<file path="config.mk">
export PLATFORM = sky130hd
export DESIGN_NAME = tagchain_seq
export DESIGN_NICKNAME = d
export VERILOG_FILES = /design/src/rtl/tagchain_pkg.sv /design/src/rtl/tagchain_decode.sv /design/src/rtl/tagchain_fwd.sv /design/src/rtl/tagchain_level.sv /design/src/rtl/tagchain_seq.sv
export SDC_FILE = /design/constraint.sdc
export NUM_CORES = 1
export LEC_CHECK = 0
export CAP_MARGIN = 40
export CORE_UTILIZATION = 40
export DETAILED_ROUTE_END_ITERATION = 12
export DONT_BUFFER_PORTS = 1
export PLACE_DENSITY = 0.64
export SYNTH_ARGS = -nofsm -noshare
export SYNTH_HDL_FRONTEND = slang
export SYNTH_SLANG_ARGS = --single-unit
</file>
<file path="constraint.sdc">
create_clock -name clk -period 8.2 [get_ports clk]
set_clock_uncertainty 0.1 [all_clocks]
set_input_delay 0.41 -clock clk [delete_from_list [all_inputs] [get_ports clk]]
set_output_delay 0.41 -clock clk [all_outputs]
set_load 0.01 [all_outputs]
</file>
<file path="src/rtl/tagchain_pkg.sv">
package tagchain_pkg;

  localparam int TAG_W   = 128;
  localparam int CNT_LSB = 0;
  localparam int CNT_MSB = 15;
  localparam int KND_LSB = 28;
  localparam int KND_MSB = 30;
  localparam int IRQ_POS = 31;
  localparam int ADF_LSB = 32;
  localparam int ADF_MSB = 62;
  localparam int CNT_W   = CNT_MSB - CNT_LSB + 1;
  localparam int ADF_W   = ADF_MSB - ADF_LSB + 1;

  typedef enum logic [2:0] {
    K_REFE = 3'd0,
    K_CNT  = 3'd1,
    K_NEXT = 3'd2,
    K_REF  = 3'd3,
    K_REFS = 3'd4,
    K_END  = 3'd7
  } tag_kind_e;

  typedef enum logic [3:0] {
    S_IDLE,
    S_CHECK,
    S_WAIT,
    S_FETCH,
    S_CAPT,
    S_SEND,
    S_APPLY,
    S_BUSY,
    S_FINISH
  } seq_state_e;

endpackage

</file>
<file path="src/rtl/tagchain_decode.sv">
module tagchain_decode
  import tagchain_pkg::*;
#(
  parameter int AW = 32
) (
  input  logic [CNT_W-1:0] cnt_f,
  input  logic [2:0]       kind_f,
  input  logic             irq_f,
  input  logic [ADF_W-1:0] adr_f,
  input  logic [AW-1:0]    tadr,
  input  logic [AW-1:0]    rbase,
  input  logic [AW-1:0]    rmask,
  input  logic             tie,
  output logic [AW-1:0]    madr,
  output logic [AW-1:0]    ntadr,
  output logic             ends
);

  localparam logic [AW-1:0] QSTEP = AW'(16);

  function automatic logic [AW-1:0] fold(input logic [AW-1:0] a,
                                         input logic [AW-1:0] b,
                                         input logic [AW-1:0] m);
    return b + (a & m);
  endfunction

  logic [AW-1:0] after_tag;
  logic [AW-1:0] after_data;
  logic [AW-1:0] field_adr;

  always_comb begin
    after_tag  = fold(tadr + QSTEP, rbase, rmask);
    field_adr  = AW'(adr_f);
    after_data = fold(after_tag + (AW'(cnt_f) << 4), rbase, rmask);
    case (kind_f)
      K_REFE: begin
        madr  = field_adr;
        ntadr = after_tag;
        ends  = 1'b1;
      end
      K_CNT: begin
        madr  = after_tag;
        ntadr = after_data;
        ends  = 1'b0;
      end
      K_NEXT: begin
        madr  = after_tag;
        ntadr = field_adr;
        ends  = 1'b0;
      end
      K_REF, K_REFS: begin
        madr  = field_adr;
        ntadr = after_tag;
        ends  = 1'b0;
      end
      default: begin
        madr  = after_tag;
        ntadr = after_data;
        ends  = 1'b1;
      end
    endcase
    if (tie && irq_f) ends = 1'b1;
  end

endmodule

</file>
<file path="src/rtl/tagchain_fwd.sv">
module tagchain_fwd #(
  parameter int WORD_W = 32
) (
  input  logic              clk,
  input  logic              rst,
  input  logic              start,
  input  logic [2*WORD_W-1:0] words,
  input  logic              tw_ready,
  output logic              tw_valid,
  output logic [WORD_W-1:0] tw_data,
  output logic              done
);

  logic [WORD_W-1:0] second_q;
  logic              sel_q;

  always_ff @(posedge clk) begin
    if (rst) begin
      tw_valid <= 1'b0;
      tw_data  <= '0;
      second_q <= '0;
      sel_q    <= 1'b0;
    end else if (start) begin
      tw_valid <= 1'b1;
      tw_data  <= words[WORD_W-1:0];
      second_q <= words[2*WORD_W-1:WORD_W];
      sel_q    <= 1'b0;
    end else if (tw_valid && tw_ready) begin
      if (!sel_q) begin
        tw_data <= second_q;
        sel_q   <= 1'b1;
      end else begin
        tw_valid <= 1'b0;
        sel_q    <= 1'b0;
      end
    end
  end

  assign done = tw_valid && tw_ready && sel_q;

  // a word that is not taken stays on the port unchanged
  p_hold_word_r9: assert property (@(posedge clk) disable iff (rst)
    (tw_valid && !tw_ready) |=> (tw_valid && $stable(tw_data)));

endmodule

</file>
<file path="src/rtl/tagchain_level.sv">
module tagchain_level
  import tagchain_pkg::*;
#(
  parameter int AVW      = 20,
  parameter int FILL_MAX = 16,
  parameter int FW       = $clog2(FILL_MAX + 1)
) (
  input  logic             clk,
  input  logic             rst,
  input  logic             add_valid,
  input  logic [CNT_W-1:0] add_qwc,
  input  logic             ev_empty,
  input  logic             ev_load,
  input  logic             ev_end,
  input  logic [CNT_W-1:0] load_qwc,
  output logic [AVW-1:0]   avail,
  output logic [FW-1:0]    fill,
  output logic             irq_empty
);

  logic           pend_q;
  logic [AVW-1:0] base;
  logic [FW-1:0]  capped;

  always_comb begin
    if (ev_empty)                  base = '0;
    else if (ev_load && avail != 0) base = avail - AVW'(1);
    else                           base = avail;
    capped = (load_qwc > CNT_W'(FILL_MAX)) ? FW'(FILL_MAX) : FW'(load_qwc);
  end

  always_ff @(posedge clk) begin
    if (rst) begin
      avail     <= '0;
      fill      <= '0;
      pend_q    <= 1'b0;
      irq_empty <= 1'b0;
    end else begin
      avail     <= base + (add_valid ? AVW'(add_qwc) : '0);
      irq_empty <= ev_empty && !pend_q;
      if (add_valid)     pend_q <= 1'b0;
      else if (ev_empty) pend_q <= 1'b1;
      if (ev_empty || ev_end)        fill <= '0;
      else if (ev_load)              fill <= capped;
      else if (add_valid && pend_q)  fill <= FW'(FILL_MAX);
    end
  end

  // after an empty pulse the pending flag is set
  p_pend_after_irq_r11: assert property (@(posedge clk) disable iff (rst)
    irq_empty |-> pend_q);

  // level never exceeds its cap
  p_fill_cap_r10: assert property (@(posedge clk) disable iff (rst)
    fill <= FW'(FILL_MAX));

endmodule

</file>
<file path="src/rtl/tagchain_seq.sv">
module tagchain_seq
  import tagchain_pkg::*;
#(
  parameter int AW       = 32,
  parameter int AVW      = 20,
  parameter int FILL_MAX = 16,
  localparam int FW      = $clog2(FILL_MAX + 1)
) (
  input  logic               clk,
  input  logic               rst,
  input  logic               go,
  input  logic [AW-1:0]      start_tadr,
  input  logic [AW-1:0]      ring_base,
  input  logic [AW-1:0]      ring_mask,
  input  logic               tte,
  input  logic               tie,
  input  logic [AW-1:0]      prod_addr,
  input  logic               add_valid,
  input  logic [CNT_W-1:0]   add_qwc,
  input  logic               burst_done,
  output logic               tag_rd_en,
  output logic [AW-1:0]      tag_rd_addr,
  input  logic [TAG_W-1:0]   tag_rd_data,
  output logic               tw_valid,
  output logic [31:0]        tw_data,
  input  logic               tw_ready,
  output logic               running,
  output logic               tag_loaded,
  output logic [CNT_W-1:0]   ch_qwc,
  output logic [AW-1:0]      ch_madr,
  output logic [AW-1:0]      tag_addr,
  output logic               chain_end,
  output logic [AVW-1:0]     avail,
  output logic [FW-1:0]      fill_level,
  output logic               irq_empty,
  output logic               irq_done
);

  seq_state_e       st_q;
  logic [AW-1:0]    tadr_q, madr_q, rd_addr_q;
  logic [CNT_W-1:0] qwc_q;
  logic             end_q, run_q, load_q, done_q, rd_en_q;

  logic [CNT_W-1:0] f_cnt;
  logic [2:0]       f_kind;
  logic             f_irq;
  logic [ADF_W-1:0] f_adr;

  logic [AW-1:0]    d_madr, d_ntadr;
  logic             d_end;
  logic             ring_hit, ev_empty, ev_load, ev_end, fwd_start, fwd_done;
  logic             unused_tag_bits;

  assign unused_tag_bits = ^{tag_rd_data[63], tag_rd_data[KND_LSB-1:CNT_MSB+1]};

  tagchain_decode #(.AW(AW)) u_decode (
    .cnt_f (f_cnt),
    .kind_f(f_kind),
    .irq_f (f_irq),
    .adr_f (f_adr),
    .tadr  (tadr_q),
    .rbase (ring_base),
    .rmask (ring_mask),
    .tie   (tie),
    .madr  (d_madr),
    .ntadr (d_ntadr),
    .ends  (d_end)
  );

  tagchain_fwd #(.WORD_W(32)) u_fwd (
    .clk     (clk),
    .rst     (rst),
    .start   (fwd_start),
    .words   (tag_rd_data[TAG_W-1:64]),
    .tw_ready(tw_ready),
    .tw_valid(tw_valid),
    .tw_data (tw_data),
    .done    (fwd_done)
  );

  tagchain_level #(.AVW(AVW), .FILL_MAX(FILL_MAX), .FW(FW)) u_level (
    .clk      (clk),
    .rst      (rst),
    .add_valid(add_valid),
    .add_qwc  (add_qwc),
    .ev_empty (ev_empty),
    .ev_load  (ev_load),
    .ev_end   (ev_end),
    .load_qwc (f_cnt),
    .avail    (avail),
    .fill     (fill_level),
    .irq_empty(irq_empty)
  );

  always_comb begin
    ring_hit  = (tadr_q == prod_addr);
    ev_load   = (st_q == S_APPLY);
    ev_end    = (st_q == S_FINISH);
    fwd_start = (st_q == S_CAPT) && tte;
    ev_empty  = ((st_q == S_CHECK) || (st_q == S_FINISH)) && ring_hit && !add_valid;
  end

  always_ff @(posedge clk) begin
    if (rst) begin
      st_q      <= S_IDLE;
      tadr_q    <= '0;
      madr_q    <= '0;
      rd_addr_q <= '0;
      qwc_q     <= '0;
      end_q     <= 1'b0;
      run_q     <= 1'b0;
      load_q    <= 1'b0;
      done_q    <= 1'b0;
      rd_en_q   <= 1'b0;
      f_cnt     <= '0;
      f_kind    <= '0;
      f_irq     <= 1'b0;
      f_adr     <= '0;
    end else begin
      load_q  <= 1'b0;
      done_q  <= 1'b0;
      rd_en_q <= 1'b0;
      case (st_q)
        S_IDLE: if (go) begin
          tadr_q <= start_tadr;
          run_q  <= 1'b1;
          end_q  <= 1'b0;
          st_q   <= S_CHECK;
        end
        S_CHECK: if (!add_valid) begin
          if (ring_hit) st_q <= S_WAIT;
          else begin
            rd_en_q   <= 1'b1;
            rd_addr_q <= tadr_q;
            st_q      <= S_FETCH;
          end
        end
        S_WAIT:  if (add_valid) st_q <= S_CHECK;
        S_FETCH: st_q <= S_CAPT;
        S_CAPT: begin
          f_cnt  <= tag_rd_data[CNT_MSB:CNT_LSB];
          f_kind <= tag_rd_data[KND_MSB:KND_LSB];
          f_irq  <= tag_rd_data[IRQ_POS];
          f_adr  <= tag_rd_data[ADF_MSB:ADF_LSB];
          st_q   <= tte ? S_SEND : S_APPLY;
        end
        S_SEND: if (fwd_done) st_q <= S_APPLY;
        S_APPLY: begin
          qwc_q  <= f_cnt;
          madr_q <= d_madr;
          tadr_q <= d_ntadr;
          end_q  <= d_end;
          load_q <= 1'b1;
          st_q   <= S_BUSY;
        end
        S_BUSY: if (qwc_q == '0 || burst_done) st_q <= end_q ? S_FINISH : S_CHECK;
        S_FINISH: begin
          run_q  <= 1'b0;
          done_q <= 1'b1;
          st_q   <= S_IDLE;
        end
        default: st_q <= S_IDLE;
      endcase
    end
  end

  assign tag_rd_en   = rd_en_q;
  assign tag_rd_addr = rd_addr_q;
  assign running     = run_q;
  assign tag_loaded  = load_q;
  assign ch_qwc      = qwc_q;
  assign ch_madr     = madr_q;
  assign tag_addr    = tadr_q;
  assign chain_end   = end_q;
  assign irq_done    = done_q;

  // a read request lasts exactly one cycle
  p_single_read_r2: assert property (@(posedge clk) disable iff (rst)
    tag_rd_en |=> !tag_rd_en);

  // descriptors only take effect while the channel runs
  p_load_running_r2: assert property (@(posedge clk) disable iff (rst)
    tag_loaded |-> running);

  // fill level at load is the capped count
  p_load_fill_r10: assert property (@(posedge clk) disable iff (rst)
    tag_loaded |-> (fill_level == ((ch_qwc > CNT_W'(FILL_MAX)) ? FW'(FILL_MAX) : FW'(ch_qwc))));

  // done pulse comes with the channel stopped, level cleared, end flag set
  p_done_stops_r13: assert property (@(posedge clk) disable iff (rst)
    irq_done |-> (!running && fill_level == '0 && chain_end));

  // empty pulse leaves nothing available
  p_empty_clears_r11: assert property (@(posedge clk) disable iff (rst)
    irq_empty |-> (avail == '0 && fill_level == '0));

endmodule

</file>
After elaboration in Yosys (flattened, before gate mapping)
Index checks and enable logic that the tools add are counted.
- output and inout bits: 176
- input port bits: 280
- word-level logic and storage cells: 123
- register bits: 265
- add/sub/neg operators: 6
- bitwise logic cells: 5
- reduce and logical (&&, ||, !) cells: 35
- order comparisons: 1
- eq/ne operators: 19
- muxes and demuxes: 35
- operator list (operator ; number):
    $mux 32 ; 5
    $pmux 32 s2 ; 2
    $add 32x32->32 ; 2
    $and 32x32->32 ; 2
    $mux 20 ; 2
    $add 32x20->32 ; 1
    $add 32x5->32 const B ; 1
    $eq 32x32->1 ; 1
    $pmux 4 s8 ; 1
    $mux 4 ; 6
    $add 20x20->20 ; 1
    $reduce_bool 20->1 ; 1
    $sub 20x1->20 const B ; 1
    $eq 4x3->1 const B ; 4
    $gt 16x5->1 const B ; 1
    $logic_not 16->1 ; 1
    $mux 16 ; 1
    $mux 5 ; 3
    $mux 1 ; 12
    $ne 2x2->1 const B ; 6
    $reduce_bool 2->1 ; 5
    $logic_and 1x1->1 ; 9
    $eq 4x2->1 const B ; 2
    $reduce_and 2->1 ; 4
    other kinds (17) ; 27

Logic depth before layout (Yosys ltp)
Gate-level depths: netlist (run 1).
- depth in word-level cells: 8
- mapped depth: 34
- gate-level depth less buffers: 34

Cells and area by module
From an unflattened synthesis (run 1), not the netlist that was laid out.
- cells, all modules: 2428
- area, all modules: 19118.3 sq um
- by module, submodules not included (module ; sequential area each (sq um) ; cells each ; area each (sq um) ; instances):
    tagchain_seq ; 3443.3 ; 853 ; 7054.3 ; 1
    tagchain_decode ; 0.0 ; 998 ; 6508.7 ; 1
    tagchain_fwd ; 1321.3 ; 295 ; 3295.7 ; 1
    tagchain_level ; 540.5 ; 282 ; 2259.7 ; 1

Worst setup path before layout (run 1)
Ideal clock, no wire load.
- path kind: reg-to-reg
- start point: register tadr_q[6] (netlist: tag_addr[6])
- end point: register tadr_q[30] (netlist: tag_addr[30])
- library setup time: 123 ps
- required time: 7977 ps
- clock period less this slack: 6382 ps
- arrival time: 6159 ps
- cell stages (with the launch flop): 31
- slack: 1818 ps
- cell sequence: dfxtp_1 > buf_2 > and4_1 > nand2_1 > xnor2_1 > and2_1 > ha_1 > a21o_1 > a21o_1 > a21oi_1 > nand2_1 > xor2_1 > ha_1 > or3_1 > a31o_2 > nand3_1 > nand2b_1 > a211o_1 > and4_1 > ha_1 > a21o_1 > a21o_1 > a21o_1 > a21o_1 > a221o_1 > o2111ai_1 > nand4_1 > a311o_1 > a21oi_1 > mux2i_1 > a21oi_1
- word-level cells in the longest chain between the ends: 8
- ends and longest elaborated chain (what ; RTL line ; RTL):
    start: declaration ; tagchain_seq.sv:40 ; logic [AW-1:0] tadr_q, madr_q, rd_addr_q;
    start signal: assignment ; tagchain_seq.sv:125 ; tadr_q <= start_tadr;
    start signal: assignment ; tagchain_seq.sv:151 ; tadr_q <= d_ntadr;
    $add 32x5->32 (*) ; tagchain_decode.sv:32 ; after_tag = fold(tadr + QSTEP, rbase, rmask);
    $and 32x32->32 (*) ; tagchain_decode.sv:24 ; return b + (a & m);
    $add 32x32->32 (*) ; tagchain_decode.sv:24 ;
    $add 32x20->32 ; tagchain_decode.sv:34 ; after_data = fold(after_tag + (AW'(cnt_f) << 4), rbase, rmask);
    $and 32x32->32 ; tagchain_decode.sv:24 ;
    $add 32x32->32 ; tagchain_decode.sv:24 ;
    $pmux 32 s2 (*) ; tagchain_decode.sv:35 ; case (kind_f)
    $pmux 32 s2 (*) ; tagchain_seq.sv:123 ; case (st_q)
Every way passes the cells marked *; elsewhere a longest branch is shown, timed or not.
A chain may end at the register's enable or synchronous reset.

Worst setup path in the final report (run 1)
- start point: register tadr_q[5] (netlist: tag_addr[5])
- end point: register tadr_q[31] (netlist: tag_addr[31])
Same word-level chain as after synthesis.

==> results.toml, run 1 <==
[global_route]
grt.total_usage_pct = 29.8
grt_pass1_wl_um = 101000
grt_antenna_before_repair = 5
grt_pass1_vias = 16700
overflow = 0
grt_max_degree = 260

[critical_path]
path_max_fanout = 7
reg2reg_to = "tag_addr[31]"
crit_start = "tag_addr[5]"
reg2regPathDepth = 29
slowest_delay_ns = 0.51
worstSetupStartpointType = "flop"
setup.worst_path.class = "flop to flop"
critPathSlowestCell = "dfxtp_1"
r2r_slack_ns = 0.54
reg2reg_from = "tag_addr[5]"
critPathArrivalTime_ns = 8.04
cp-end-kind = "flop"
cp.required_ns = 8.57

[synth]
synth_cell_type_count = 94
yosysTopAreaCell = "dfxtp_1"
synth_nets = 2635
avgSynthCellArea_um2 = 7.75
synthArstFlopShare_pct = 0
synthCells = 2253
synth_ff_type = "dfxtp_1"
synth_edf_count = 0
synth.yosys.seq_area_share_pct = 30.4
synth_area_leaders = "dfxtp_1 30%, nand2_1 7.9%, ha_1 7.0%"
synth_seq_cells = 265
yosysTopAreaCellShare_pct = 30.4
ys_warn_count = 0
syn_area_um2 = 17500

[die]
fp.dieArea_um2 = 44500
rows = 76
ios = 456
coreArea_um2 = 43100
dieWidth_um = 211
die_h_um = 211
start_util_pct = 40.5

[finish]
drive_above_1_share_pct = 6.21
final_common_cell = "nand2_1"
final_cells = 2953
regArea_um2 = 5310
syn2layout_area_growth_pct = 18.3
final_cell_mix = "368 x nand2_1, 265 x dfxtp_1, 227 x nor2_1"
multiInputGateArea_um2 = 11500
num-fill-cells = 4169
final_cell_area_um2 = 20700
fin_util_pct = 48.0
final_nets = 2723

[clocking]
clk_latency_ns = 0.60
cts_root_buffer = "clkbuf_16"
clockBufferDepth = 3
clkTransAtPathRegs_ns = 0.06
clock-sinks = 265
cts_tree = "yes"
cts_resized = 0
cts-buffers-inserted = 31
cts_max_level = 1

[placed_design]
dp_hpwl_um = 51500
placedCellCount = 2747
place_ws_ns = 0.732
place_area_um2 = 18000
port_buffers = 0
routabilityCongestion = 0.982

[worst_hold_path]
hold_depth = 3
hold_start = "ring_mask[0]"
worstHoldPathType = "input pin to flop"

[sta]
hold_viol_final = 0
slew_headroom_pct = 17.2
rsz0062_at_grt = "no"
post-route-period-util_pct = 93.4
setup-violations-final = 0
clock.fmax_mhz = 131
period_needed_ns = 7.66
report.final.slew_viol_count = 0
hold_ws_ns = 0.0272
setup_tns_ns = 0
worstMarginPinSlew_ns = 1.24
setup_slack_ns = 0.538

[detailed_routing]
ant_nets = 0
firstDrtPassIters = 6
drc_errors = 0
drt_first_iter_violations = 1330
via_count = 17400
routedWlPerCell_um = 23.4
vias_per_cell = 5.90
routed_wl_um = 69000

[job]
max_cap_viol_count = 0

[power]
leakage_nw = 7.90
pwr_density_cell_nw_per_um2 = 234
power_mw = 4.83
ir_worst_vdd_v = 0.000186

[status]
outcome = "finished, final reports clean"
==> sequential cells by signal, indices dropped and copies added (netlist names), 3 cells and up, named ones only <==
register,count
u_fwd.tw_data,32
ch_madr,32
tag_rd_addr,32
f_kind,3
tag_addr,31
f_cnt,16
f_adr,31
u_level.avail,20
ch_qwc,16
st_q,4
u_level.fill,5
u_fwd.second_q,32
==> cell families (layout without fill, tap and decap cells) <==
kind of cell | count (synthesis) | count (layout) | synth area share (%)
AND/OR/NAND/NOR | 903 | 903 | 24.0
AO/OA/AOI/OAI | 577 | 577 | 22.0
flip-flops | 265 | 265 | 30.4
buffers and inverters | 177 | 290 | 4.01
XOR/XNOR | 153 | 153 | 7.76
adder cells (fa/ha/maj) | 102 | 102 | 7.48
multiplexers | 76 | 76 | 4.37
other | 0 | 2 | 0
==> metal layers <==
metal  vias up  GRT usage, %  routed length (um)
met5         -             0                  32
met4         6          9.72                2460
met3       138          8.01                6880
met2       837          49.5               31700
met1      8225          37.1               28000
li1       8202             -                   -
==> cell usage after synthesis, drive strengths merged (20+ instances only) <==
cell type / number
nor4: 21
nand3: 30
and3: 20
and2: 68
xor2: 43
ha: 98
a211oi: 61
nor3: 40
nor2b: 20
mux2i: 74
nand4: 27
dfxtp: 265
a21o: 31
inv: 47
or3: 22
a21oi: 216
o21ai: 75
nor2: 232
clkbuf: 112
a311oi: 34
nand2: 369
xnor2: 110
==> power breakdown <==
group          switching [mW]  internal [mW]
registers               0.226           1.40
clock network           0.610          0.914
logic                    1.02          0.666
total                    1.86           2.98
==> how the worst max path moves through the flow <==
stage	endpoint	slack, ns	cells past startpoint
2_1_floorplan	tag_addr[30]	1.82	30
3_3_place_gp	tag_addr[31]	0.90	29
3_5_place_dp	tag_addr[31]	0.73	29
4_1_cts	tag_addr[31]	0.68	29
5_1_grt	tag_addr[31]	0.02	29
6_report	tag_addr[31]	0.54	29
==> final cells by class <==
| type | instances | share of cell area, % |
|---|---|---|
| Inverter | 47 | 0.854 |
| Sequential cell | 265 | 25.7 |
| Antenna cell | 2 | 0.0242 |
| Clock buffer | 39 | 4.19 |
| Clock inverter | 19 | 1.33 |
| Tap cell | 585 | 3.54 |
| Multi-Input combinational cell | 1811 | 55.6 |
| Timing Repair Buffer | 185 | 8.73 |
==> what timing repair did <==
item,in CTS,in global routing
hold endpoints to repair,260,0
endpoints found under the setup margin,0,0
buffers inserted,0,0
hold buffers,146,0
==> critical path, delay by kind of cell, from the launching register on <==
| family | cells | cell delay (ns) |
|---|---|---|
| adders and majority gates | 4 | 1.34 |
| AOI/OAI and AO/OA | 16 | 3.86 |
| xor gates and xnor gates | 1 | 0.16 |
| DFF | 1 | 0.51 |
| and+or+nand+nor | 8 | 1.55 |
(Power assumes the default switching activity.)
==> run 2, diff against run 1 <==
--- a/config.mk
+++ b/config.mk
@@ -6,10 +6,12 @@
 export NUM_CORES = 1
 export LEC_CHECK = 0
 export CAP_MARGIN = 40
-export CORE_UTILIZATION = 40
+export CELL_PAD_IN_SITES_DETAIL_PLACEMENT = 1
+export CELL_PAD_IN_SITES_GLOBAL_PLACEMENT = 2
+export CORE_UTILIZATION = 36
 export DETAILED_ROUTE_END_ITERATION = 12
 export DONT_BUFFER_PORTS = 1
-export PLACE_DENSITY = 0.64
+export PLACE_DENSITY = 0.9
 export SYNTH_ARGS = -nofsm -noshare
 export SYNTH_HDL_FRONTEND = slang
 export SYNTH_SLANG_ARGS = --single-unit
==> run 2 against run 1 <==
  * The flow now finishes with violations (slew limit)
  * Worst hold slack got worse by 0.0045 ns
  * Design area about the same
  * Sequential cell count unchanged
  * Count of clock-buffer cells in the layout increased by 4
  * Largest cell class unchanged
  * Sequential share of layout area about the same
  * Power increased by 2.2%
  * Fmax increased by 0.78%
  * Largest power group unchanged
==> results.toml, run 2 (synthesis results as in run 1) <==
[status]
outcome = "finished, violations left"
violations = "slew limit"

[finish]
drive_above_1_share_pct = 6.18
regArea_um2 = 5310
num-fill-cells = 5685
final_cell_area_um2 = 20700
fin_util_pct = 43.3
final_nets = 2724
final_cell_mix = "368 x nand2_1, 265 x dfxtp_1, 228 x nor2_1"
final_common_cell = "nand2_1"
syn2layout_area_growth_pct = 18.3
multiInputGateArea_um2 = 11500

[placed_design]
routabilityCongestion = 0.952
dp_hpwl_um = 56200
port_buffers = 0
place_area_um2 = 18100

[clocking]
cts_root_buffer = "clkbuf_16"
cts_max_level = 2
cts_tree = "yes"
clk_latency_ns = 0.57
cts-buffers-inserted = 34
cts_resized = 0
clock-sinks = 265
clkTransAtPathRegs_ns = 0.06
clockBufferDepth = 3

[critical_path]
worstSetupStartpointType = "flop"
slowest_delay_ns = 0.41
setup.worst_path.class = "flop to flop"
critPathArrivalTime_ns = 7.93
cp_num_buf_inv = 2
critPathSlowestCell = "o2111ai_1"
cp-end-kind = "flop"
cp_top_family = "compound AO/OA/AOI/OAI gates"
path_max_fanout = 5
cp.required_ns = 8.53
r2r_slack_ns = 0.60

[die]
die_h_um = 222
rows = 80
start_util_pct = 36.6
dieWidth_um = 222
fp.dieArea_um2 = 49400
ios = 456
coreArea_um2 = 47700

[global_route]
overflow = 0
grt_max_degree = 258
grt_pass1_vias = 18600
grt_antenna_before_repair = 9
grt_pass1_wl_um = 116000
grt.total_usage_pct = 30.8

[power]
power_mw = 4.94
ir_worst_vdd_v = 0.000163
leakage_nw = 7.87
pwr_density_cell_nw_per_um2 = 239

[worst_hold_path]
hold_start = "start_tadr[14]"
worstHoldPathType = "input pin to flop"

[sta]
period_needed_ns = 7.60
slew_headroom_pct = -0.658
report.final.slew_viol_count = 27
rsz0062_at_grt = "no"
worstMarginPinSlew_ns = 1.51
setup-violations-final = 0
clock.fmax_mhz = 132
setup_tns_ns = 0
hold_viol_final = 0
post-route-period-util_pct = 92.7

[detailed_routing]
routed_wl_um = 78500
via_count = 17900
vias_per_cell = 6.00
ant_nets = 0
routedWlPerCell_um = 26.3
drt_first_iter_violations = 1061
firstDrtPassIters = 7
drc_errors = 0

[job]
max_cap_viol_count = 0
run 2: changes by cell type in the layout (fill, tap and decap cells not counted), sizes merged:
cell         delta
clkinv          -7
dlygate4sd3     -6
diode           +5
buf             +4
clkbuf          +4
bufinv          -3
clkinvlp        +2
inv             +2
run 2: final timing paths:
check                        to  cells past startpoint
min                tag_addr[14]                      2
min reg2reg  u_fwd.second_q[15]                      2
max                tag_addr[30]                     32
max reg2reg        tag_addr[30]                     32
run 2: timing repair:
| action | CTS | global route |
|---|---|---|
| hold buffers | 140 | 0 |
| buffers inserted | 0 | 0 |
| hold endpoints to repair | 258 | 0 |
run 2: per-stage QoR:
stage | hold slack (ns) | cells | setup slack, ns
2_1_floorplan | 0.323 | 2253 | 1.82
3_3_place_gp | 0.339 | 2777 | 0.909
6_report | 0.0227 | 2984 | 0.597
4_1_cts | 0.000128 | 2977 | 0.694
5_1_grt | 0.0228 | 2983 | 0.120
3_5_place_dp | 0.346 | 2781 | 0.733
run 2: area by class of cell:
class / count / share of cell area [%]
Multi-Input combinational cell: 1811 / 55.6
Sequential cell: 265 / 25.7
Timing Repair Buffer: 183 / 8.53
Clock buffer: 43 / 4.62
Tap cell: 615 / 3.72
Clock inverter: 13 / 0.872
Inverter: 47 / 0.854
Antenna cell: 7 / 0.0848
run 2: power breakdown:
part | switching, mW | internal (mW) | total, mW | leakage [nW]
sequential | 0.251 | 1.40 | 1.65 | 2.15
combinational | 1.06 | 0.672 | 1.73 | 5.18
clock | 0.660 | 0.899 | 1.56 | 0.543
run 2: metal layers:
layer,vias to the layer above,routed length [um],GRT usage (%)
li1,8196,-,-
met1,8760,31000,35.8
met2,740,37000,51.5
met3,197,6100,8.12
met4,2,4310,16.6
met5,-,13,0
